--- src/rtl/xbus_pkg.sv ---
package xbus_pkg;
  typedef enum logic [1:0] {
    RDY_OFF   = 2'd0,
    RDY_SYNC  = 2'd1,
    RDY_ASYNC = 2'd2
  } rdy_mode_e;

  typedef enum logic [2:0] {
    ST_IDLE  = 3'd0,
    ST_ADDR  = 3'd1,
    ST_CMD   = 3'd2,
    ST_RDYW  = 3'd3,
    ST_TRAIL = 3'd4
  } bus_st_e;
endpackage

--- src/rtl/xbus_rdy_sync.sv ---
module xbus_rdy_sync #(
  parameter int STAGES = 2
) (
  input  logic clk_i,
  input  logic rst_ni,
  input  logic rdy_ni,
  output logic rdy_sync_no
);
  logic [STAGES-1:0] chain_q;

  // reset to not-ready (high)
  always_ff @(posedge clk_i or negedge rst_ni) begin
    if (!rst_ni) chain_q <= '1;
    else         chain_q <= {chain_q[STAGES-2:0], rdy_ni};
  end

  assign rdy_sync_no = chain_q[STAGES-1];

  generate
    if (STAGES == 2) begin : g_chk2

      sync_fall_chk: assert property (@(posedge clk_i) disable iff (!rst_ni)
        $fell(rdy_sync_no) |-> !$past(rdy_ni, 2));
    end
  endgenerate
endmodule

--- src/rtl/xbus_down_cnt.sv ---
module xbus_down_cnt #(
  parameter int W = 4
) (
  input  logic         clk_i,
  input  logic         rst_ni,
  input  logic         load_i,
  input  logic [W-1:0] val_i,
  input  logic         dec_i,
  output logic         zero_o
);
  logic [W-1:0] cnt_q;

  always_ff @(posedge clk_i or negedge rst_ni) begin
    if (!rst_ni)     cnt_q <= '0;
    else if (load_i) cnt_q <= val_i;
    else if (dec_i)  cnt_q <= cnt_q - 1'b1;
  end

  assign zero_o = (cnt_q == '0);


  no_underflow_chk: assert property (@(posedge clk_i) disable iff (!rst_ni)
    (dec_i && !load_i) |-> !zero_o);
endmodule

--- src/rtl/xbus_seq.sv ---
module xbus_seq
  import xbus_pkg::*;
#(
  parameter int WAIT_W = 4,
  parameter int CNT_W  = 4
) (
  input  logic              clk_i,
  input  logic              rst_ni,
  input  logic              req_i,
  input  logic              we_i,
  input  logic              mux_i,
  input  logic              ale_mode_i,
  input  logic              tri_ws_i,
  input  rdy_mode_e         rdy_mode_i,
  input  logic [WAIT_W-1:0] wait_i,
  input  logic              rdy_raw_ni,
  input  logic              rdy_sync_ni,
  input  logic              cnt_zero_i,
  output logic              accept_o,
  output logic              cnt_load_o,
  output logic [CNT_W-1:0]  cnt_val_o,
  output logic              cnt_dec_o,
  output logic              ale_o,
  output logic              rd_no,
  output logic              wr_no,
  output logic              ack_o
);
  bus_st_e   st_q, st_d;
  rdy_mode_e rm_q;
  logic      we_q, mux_q, tri_q, ack_q;
  logic      cmd_end, done, rdy_low, cmd_act;
  logic [1:0] gap;

  assign gap     = {1'b0, mux_q} + {1'b0, tri_q};
  assign rdy_low = (rm_q == RDY_SYNC) ? !rdy_raw_ni : !rdy_sync_ni;

  always_comb begin
    st_d       = st_q;
    accept_o   = 1'b0;
    cnt_load_o = 1'b0;
    cnt_val_o  = '0;
    cnt_dec_o  = 1'b0;
    cmd_end    = 1'b0;
    done       = 1'b0;
    unique case (st_q)
      ST_IDLE: begin
        if (req_i && !ack_q) begin
          accept_o   = 1'b1;
          cnt_load_o = 1'b1;
          cnt_val_o  = CNT_W'(wait_i);
          st_d       = (mux_i || ale_mode_i) ? ST_ADDR : ST_CMD;
        end
      end
      ST_ADDR: st_d = ST_CMD;
      ST_CMD: begin
        if (!cnt_zero_i) cnt_dec_o = 1'b1;
        else begin
          unique case (rm_q)
            RDY_OFF:  cmd_end = 1'b1;
            RDY_SYNC: if (rdy_low) cmd_end = 1'b1; else st_d = ST_RDYW;
            default:  st_d = ST_RDYW; // async: one forced sync waitstate
          endcase
        end
      end
      ST_RDYW: if (rdy_low) cmd_end = 1'b1;
      ST_TRAIL: begin
        if (cnt_zero_i) done = 1'b1;
        else            cnt_dec_o = 1'b1;
      end
      default: st_d = ST_IDLE;
    endcase
    if (cmd_end) begin
      if (gap == 2'd0) done = 1'b1;
      else begin
        cnt_load_o = 1'b1;
        cnt_val_o  = CNT_W'(gap - 2'd1);
        st_d       = ST_TRAIL;
      end
    end
    if (done) st_d = ST_IDLE;
  end

  always_ff @(posedge clk_i or negedge rst_ni) begin
    if (!rst_ni) begin
      st_q  <= ST_IDLE;
      rm_q  <= RDY_OFF;
      we_q  <= 1'b0;
      mux_q <= 1'b0;
      tri_q <= 1'b0;
      ack_q <= 1'b0;
    end else begin
      st_q  <= st_d;
      ack_q <= done;
      if (accept_o) begin
        rm_q  <= rdy_mode_i;
        we_q  <= we_i;
        mux_q <= mux_i;
        tri_q <= tri_ws_i;
      end
    end
  end

  assign cmd_act = (st_q == ST_CMD) || (st_q == ST_RDYW);
  assign ale_o   = (st_q == ST_ADDR);
  assign rd_no   = !(cmd_act && !we_q);
  assign wr_no   = !(cmd_act && we_q);
  assign ack_o   = ack_q;


  ack_pulse_chk: assert property (@(posedge clk_i) disable iff (!rst_ni)
    ack_q |=> !ack_q);

  no_reaccept_chk: assert property (@(posedge clk_i) disable iff (!rst_ni)
    ack_q |=> (st_q == ST_IDLE));

  ale_then_cmd_chk: assert property (@(posedge clk_i) disable iff (!rst_ni)
    ale_o |=> (!rd_no || !wr_no));

  wait_hold_chk: assert property (@(posedge clk_i) disable iff (!rst_ni)
    (st_q == ST_CMD && !cnt_zero_i) |=> (st_q == ST_CMD));

  rdy_off_chk: assert property (@(posedge clk_i) disable iff (!rst_ni)
    (st_q == ST_CMD && cnt_zero_i && rm_q == RDY_OFF) |=> (rd_no && wr_no));

  async_min_chk: assert property (@(posedge clk_i) disable iff (!rst_ni)
    (st_q == ST_CMD && cnt_zero_i && rm_q == RDY_ASYNC) |=> (st_q == ST_RDYW));

  gap_due_chk: assert property (@(posedge clk_i) disable iff (!rst_ni)
    (st_q == ST_TRAIL) |-> (mux_q || tri_q));
endmodule

--- src/rtl/xbus_cycle_ctrl.sv ---
module xbus_cycle_ctrl
  import xbus_pkg::*;
#(
  parameter int ADDR_W      = 16,
  parameter int WAIT_W      = 4,
  parameter int SYNC_STAGES = 2
) (
  input  logic              clk_i,
  input  logic              rst_ni,
  input  logic              req_i,
  input  logic              we_i,
  input  logic [ADDR_W-1:0] addr_i,
  input  logic              mux_mode_i,
  input  logic              ale_mode_i,
  input  logic [WAIT_W-1:0] wait_cnt_i,
  input  logic              tri_ws_i,
  input  logic [1:0]        rdy_mode_i,
  output logic              ack_o,
  output logic [ADDR_W-1:0] addr_o,
  output logic              ale_o,
  output logic              rd_no,
  output logic              wr_no,
  input  logic              ready_ni
);
  localparam int CNT_W = (WAIT_W < 2) ? 2 : WAIT_W;

  logic              rdy_sync_n, cnt_zero, cnt_load, cnt_dec, accept;
  logic [CNT_W-1:0]  cnt_val;
  logic [ADDR_W-1:0] addr_q;

  xbus_rdy_sync #(.STAGES(SYNC_STAGES)) u_sync (
    .clk_i       (clk_i),
    .rst_ni      (rst_ni),
    .rdy_ni      (ready_ni),
    .rdy_sync_no (rdy_sync_n)
  );

  xbus_down_cnt #(.W(CNT_W)) u_cnt (
    .clk_i  (clk_i),
    .rst_ni (rst_ni),
    .load_i (cnt_load),
    .val_i  (cnt_val),
    .dec_i  (cnt_dec),
    .zero_o (cnt_zero)
  );

  xbus_seq #(.WAIT_W(WAIT_W), .CNT_W(CNT_W)) u_seq (
    .clk_i       (clk_i),
    .rst_ni      (rst_ni),
    .req_i       (req_i),
    .we_i        (we_i),
    .mux_i       (mux_mode_i),
    .ale_mode_i  (ale_mode_i),
    .tri_ws_i    (tri_ws_i),
    .rdy_mode_i  (rdy_mode_e'(rdy_mode_i)),
    .wait_i      (wait_cnt_i),
    .rdy_raw_ni  (ready_ni),
    .rdy_sync_ni (rdy_sync_n),
    .cnt_zero_i  (cnt_zero),
    .accept_o    (accept),
    .cnt_load_o  (cnt_load),
    .cnt_val_o   (cnt_val),
    .cnt_dec_o   (cnt_dec),
    .ale_o       (ale_o),
    .rd_no       (rd_no),
    .wr_no       (wr_no),
    .ack_o       (ack_o)
  );

  always_ff @(posedge clk_i or negedge rst_ni) begin
    if (!rst_ni)     addr_q <= '0;
    else if (accept) addr_q <= addr_i;
  end

  assign addr_o = addr_q;


  addr_stable_chk: assert property (@(posedge clk_i) disable iff (!rst_ni)
    ((!rd_no || !wr_no) && !$past(rd_no && wr_no)) |-> $stable(addr_o));
endmodule

--- config.mk ---
export PLATFORM = sky130hd
export DESIGN_NAME = xbus_cycle_ctrl
export DESIGN_NICKNAME = d
export VERILOG_FILES = /design/src/rtl/xbus_pkg.sv /design/src/rtl/xbus_rdy_sync.sv /design/src/rtl/xbus_down_cnt.sv /design/src/rtl/xbus_seq.sv /design/src/rtl/xbus_cycle_ctrl.sv
export SDC_FILE = /design/constraint.sdc
export NUM_CORES = 1
export LEC_CHECK = 0
export ABC_CLOCK_PERIOD_IN_PS = 2690
export BUFFER_PORTS_ARGS = -buffer_cell sky130_fd_sc_hd__clkbuf_2
export CORE_MARGIN = 2
export CORE_UTILIZATION = 49
export CTS_BUF_LIST = sky130_fd_sc_hd__clkbuf_16
export CTS_CLUSTER_SIZE = 16
export DETAILED_ROUTE_END_ITERATION = 16
export HOLD_SLACK_MARGIN = 0.15
export PLACE_DENSITY = 0.78
export SLEW_MARGIN = 15
export SYNTH_ARGS = -nofsm -noshare
export SYNTH_HDL_FRONTEND = slang
export SYNTH_SLANG_ARGS = --single-unit
--- constraint.sdc ---
create_clock -name clk_i -period 2.69 [get_ports clk_i]
set_clock_uncertainty 0.05 [all_clocks]
set_input_delay 0.269 -clock clk_i [delete_from_list [all_inputs] [get_ports clk_i]]
set_output_delay 0.269 -clock clk_i [all_outputs]
set_load 0.01 [all_outputs]
After elaboration in Yosys (flattened, before gate mapping)
Index checks and enable logic that the tools add are counted.
{ "word_totals": {"reg_bits": 31, "latch_bits": 0, "ramBits": 0, "rom_bits": 0, "inputBits": 30, "out_inout_bits": 20, "wordCells": 65, "memories": 0} }
{ "classes": {"n_addsub": 3, "n_mul": 0, "div": 0, "magnitude_cmp": 0, "eq_ne": 5, "shifts": 0, "n_mux": 30, "bitwise_logic": 0, "reduce_logical": 18} }
{ "op_table": {"columns": ["cell", "n"], "rows": [
  ["4-bit 2-to-1 mux", 6],
  ["3-bit 2-to-1 mux", 6],
  ["1-bit 2-to-1 mux", 13],
  ["3-bit one-hot mux with 4 select lines", 1],
  ["3-bit by 2-bit equality test with 1-bit output (second input constant)", 2],
  ["1-bit zero test", 6],
  ["3-bit one-hot mux with 2 select lines", 1],
  ["2-bit zero test", 2],
  ["4-bit zero test", 1],
  ["1-bit one-hot mux with 2 select lines", 2],
  ["2-bit OR reduction", 2],
  ["4-bit by 1-bit subtractor with 4-bit output (second input constant)", 1],
  ["3-bit by 1-bit equality test with 1-bit output (second input constant)", 1],
  ["3-bit equality test (second input constant)", 1],
  ["1-bit logical AND", 3],
  ["3-bit zero test", 1],
  ["2-bit by 1-bit subtractor with 3-bit output (second input constant)", 1],
  ["1-bit by 1-bit adder with 2-bit output", 1],
  ["2-bit by 1-bit equality test with 1-bit output (second input constant)", 1],
  ["1-bit logical OR", 2],
  ["2-bit 2-to-1 mux", 1],
  ["2-bit nonzero test", 1]
]} }

Depth between registers and ports, before layout
{ "depth": {"depth_word": 9, "mapped_depth": 7, "ltp_nobuf": 6} }

By module
From an unflattened synthesis, not the netlist that was laid out.
{ "unflattened": {"hier_cells": 111, "area_unflattened_um2": 1500.2} }
{ "modules_own_cells": {"columns": ["module", "n_inst", "cells_each", "area_each_um2", "seq_area_each_um2"], "rows": [
  ["xbus_cycle_ctrl", 1, 34, 649.4, 400.4],
  ["xbus_seq", 1, 54, 568.0, 225.2],
  ["xbus_down_cnt", 1, 21, 230.2, 100.1],
  ["xbus_rdy_sync", 1, 2, 52.6, 52.6]
]} }

Worst setup path after synthesis
OpenSTA, ideal clock, no wires.
{ "synth_timing": {"kind": "reg2reg", "start": "register u_cnt.cnt_q[0]", "end": "register u_cnt.cnt_q[0]", "setup_time_ps": 125, "arrival_time_ps": 1688, "required_time_ps": 2515, "path_slack_ps": 827, "stages_incl_launch_ff": 8, "path_buffers": 1, "period_less_slack_ps": 1863, "path_cell_list": "dfrtp_1 -> inv_1 -> ha_1 -> nor3b_1 -> clkbuf_1 -> nand4_1 -> nand2_1 -> mux2_2"} }
{ "synth_between": {"elab_chain_len": 5, "elab_cells_between_ends": 11, "classes_between": "add/sub: 1; mux: 8; reduce/logical: 2"} }
{ "synth_rtl": {"columns": ["element", "line", "rtl"], "rows": [
  ["start, declared", "xbus_down_cnt.sv:11", "logic [W-1:0] cnt_q;"],
  ["start signal, assigned", "xbus_down_cnt.sv:15", "else if (load_i) cnt_q <= val_i;"],
  ["start signal, assigned", "xbus_down_cnt.sv:16", "else if (dec_i) cnt_q <= cnt_q - 1'b1;"],
  ["4-bit zero test", "xbus_down_cnt.sv:19", "assign zero_o = (cnt_q == '0);"],
  ["1-bit 2-to-1 mux", "xbus_seq.sv:56", "if (!cnt_zero_i) cnt_dec_o = 1'b1;"],
  ["1-bit one-hot mux with 2 select lines", "xbus_seq.sv:45", "unique case (st_q)"],
  ["4-bit 2-to-1 mux or 1-bit 2-to-1 mux (tied branches)", "xbus_seq.sv:72", "if (cmd_end) begin"],
  ["4-bit 2-to-1 mux or 2-bit nonzero test (tied branches)", null, null]
]} }
Several ways; a longest one is shown, not always the timed one. The select of a mux whose other input is x is not followed.
A chain may end at the register's enable or synchronous reset.

Final worst setup path
{ "layout_timing": {"start": "register u_seq.st_q[0]", "end": "register u_cnt.cnt_q[0]"} }
{ "layout_between": {"elab_chain_len": 5, "elab_cells_between_ends": 15, "classes_between": "eq/ne: 3; mux: 9; reduce/logical: 3"} }
{ "layout_rtl": {"columns": ["element", "line", "rtl"], "rows": [
  ["start, declared", "xbus_seq.sv:28", "bus_st_e st_q, st_d;"],
  ["start signal, assigned", "xbus_seq.sv:92", "st_q <= st_d;"],
  ["3-bit zero test", "xbus_seq.sv:45", null],
  ["4-bit 2-to-1 mux or 1-bit 2-to-1 mux (tied branches)", "xbus_seq.sv:45", null],
  ["4-bit 2-to-1 mux or 1-bit 2-to-1 mux (tied branches)", "xbus_seq.sv:73", "if (gap == 2'd0) done = 1'b1;"],
  ["4-bit 2-to-1 mux or 1-bit 2-to-1 mux (tied branches)", "xbus_seq.sv:72", null],
  ["4-bit 2-to-1 mux or 2-bit nonzero test (tied branches)", null, null]
]} }
Several ways; a longest one is shown, not always the timed one.

==> flow_summary.ini <==
[synthesis]
muxShareOfSynthArea_pct = 0.775
synthTopCellsByArea = dfrtp_1 50%, nand2_1 17%, dfstp_2 3.6%, ha_1 2.6%, xnor2_1 1.8%
synth.cells.most_frequent = 64 x nand2_1, 29 x dfrtp_1, 6 x inv_1, 5 x clkbuf_1, 4 x nor2_1
synth_edf_count = 0
yosys.area_share.simple_pct = 28.4
synth_xor_area_share_pct = 1.81
syn_area_um2 = 1450
synth_top_cell_area_share_pct = 50.0
synth_seq_area_share_pct = 53.6
yosys.area.top_type = dfrtp_1
synth_nets = 191
synth.most_common_cell = nand2_1
syn_area_per_cell_um2 = 9.19
synth_adder_area_share_pct = 2.58
synthDistinctLibCells = 34
synth_top_family_by_area = simple AND/OR/NAND/NOR gates
synthFlopType = dfrtp_1
synth_compound_area_share_pct = 8.96
synthArstFlopShare_pct = 100
ys_warn_count = 0
synth_seq_cells = 31
synthCells = 158

[power_and_ir_drop]
finalPower_mw = 2.39
ir_drop_mv = 0.951
power.density_nw_per_um2 = 1150
leakage_nw = 1.06

[timing]
setup_violations = 0
maxSlewHeadroom_pct = 47.3
fin_hold_ws_ns = 0.147
hold_viol = 0
timing.fmax_mhz = 487
period_share_pct = 76.3
slew_viol_final = 0
setup-tns-final_ns = 0
grt_setup_unrepaired = no
worst_slew_pin_slew_ns = 0.791
fin_crit_ns = 2.05
layout_setup_ws_ns = 0.638

[critical_path]
worst-r2r-cell-count = 3
cp_cell_sequence = or4_1 -> a31oi_1 -> mux2_2
rr_endpoint = u_cnt.cnt_q[0]$_DFFE_PN0P_
crit_end = u_cnt.cnt_q[0]$_DFFE_PN0P_
critPathLaunchType = flop
arrival_ns = 2.22
critPathCaptureType = flop
worstSetupStartpoint = u_seq.st_q[0]$_DFF_PN0_
critPathMaxFanout = 25
cpPeakStageDelay_ns = 0.96
cp_num_buf_inv = 0
worstReg2RegStart = u_seq.st_q[0]$_DFF_PN0_
crit_family = simple AND/OR/NAND/NOR gates
r2r_slack_ns = 0.64
path_class = reg2reg
path_depth = 3
cp_slowest_cell = or4_1
required_ns = 2.86

[drt]
drtAntennaViolNets = 0
vias_per_cell = 5.26
dr.max_layer_used = met4
drtIter0Drc = 53
drc = 0
drt_wl_total_um = 3500
firstDrtPassIters = 4
wl_met3_um = 237
wl_per_cell_um = 13.6
vias = 1357
met2_length_um = 1810
drt-met1-wl_um = 1380

[place]
gp_congestion = 0.821
dpl-instance-area_um2 = 1730
port_buffers = 49
dpl_worst_slack_ns = 0.619
dp.cells = 232
dp.final_hpwl_um = 2250

[clocking]
clk_pin_slew_ns = 0.05
root_buffer = clkbuf_16
cts_tree = yes
clk_latency_ns = 0.28
ctsHoldBuffers = 18
clockBufferDepth = 2
post_cts_buffers = 0
cts_resized = 0
cts.sink_count = 31
htree_levels = 2
cts_buffers = 5

[final_layout]
fill_cells = 205
fin_area_um2 = 2070
post-route-util_pct = 74.4
drive_gt1_share_pct = 28.2
regArea_um2 = 778
multi_input_area_um2 = 627
fin_cells = 258
area_growth_pct = 42.5
nets = 259
antennaDiodeCount = 0

[global_route]
antenna_found_initial = 0
grt_max_degree = 32
grt_overflow_total = 0
grt_pass1_wl_um = 6200
grt_pass1_vias = 1421
grt_use_total_pct = 24.2

[min_path]
holdCritPathClass = in2reg

[floorplanning]
ioPinCount = 50
coreArea_um2 = 2780
die_h_um = 58.4
start_util_pct = 52.2
die-area_um2 = 3420
die_x_um = 58.4
num_rows = 19

[status]
status = complete, no violations

[job]
drv_cap = 0
## final cells by class
type / instances / area share (%)
Sequential cell: 31 / 37.6
Multi-Input combinational cell: 113 / 30.3
Timing Repair Buffer: 69 / 21.3
Clock buffer: 5 / 6.04
Clock inverter: 3 / 1.87
Tap cell: 31 / 1.87
Inverter: 6 / 1.09
## worst min-delay path: stages
cell and delay (ns):
clkbuf_2 0.08, nand2_1 0.04, nand2_1 0.05
## where the power goes
part           internal (mW)  total, mW  switching (mW)  leakage [nW]
sequential             0.679      0.839           0.160         0.380
clock                  0.430      0.622           0.192        0.0812
combinational          0.414      0.929           0.515         0.600
## registers in the layout (all words and copies together) (netlist names)
name,flops
u_seq.we_q,1
u_seq.rm_q,2
u_sync.chain_q,2
u_seq.mux_q,1
u_seq.st_q,3
addr_o,16
u_seq.tri_q,1
u_seq.ack_o,1
u_cnt.cnt_q,4
## per-layer routing
layer,up-vias,track usage [%]
met1,642,27.7
li1,660,-
met3,9,9.01
met5,-,0
met2,46,40.1
met4,0,11.3
## worst min path at each step
stage,start,endpoint,slack (ns),depth (start not counted)
final,addr_i[4],addr_o[4]$_DFFE_PN0P_,0.15,3
after global routing,addr_i[0],addr_o[0]$_DFFE_PN0P_,0.16,3
after CTS,tri_ws_i,u_seq.tri_q$_DFFE_PN0P_,0.15,3
after detailed placement,u_sync.chain_q[0]$_DFF_PN1_,u_sync.chain_q[1]$_DFF_PN1_,0.30,0
after global placement,u_sync.chain_q[0]$_DFF_PN1_,u_sync.chain_q[1]$_DFF_PN1_,0.30,0
after floorplan,rst_ni,addr_o[0]$_DFFE_PN0P_,-0.08,0
## layout by cell type (no fill, tap or decap), drive strengths merged, types with 2 or more instances in the layout
cell type / Yosys / layout
nand2: 64 / 64
clkbuf: 5 / 54
dfrtp: 29 / 29
dlygate4sd3: 0 / 18
inv: 6 / 6
nor2: 4 / 4
nor2b: 3 / 3
nand3b: 3 / 3
o21ai: 3 / 3
or4: 3 / 3
xnor2: 3 / 3
ha: 3 / 3
nor3b: 2 / 2
o211ai: 2 / 2
nand2b: 2 / 2
a211oi: 2 / 2
a31oi: 2 / 2
buf: 3 / 2
dfstp: 2 / 2
nor4: 2 / 2
nor4b: 2 / 2
clkinv: 0 / 2
## logic make-up after synthesis
group                      count (synthesis)
muxes                                      1
AOI/OAI and AO/OA                         18
adders and majority gates                  3
DFF                                       31
buffers and inverters                     14
and+or+nand+nor                           88
xor gates and xnor gates                   3
(Power assumes the default switching activity.)
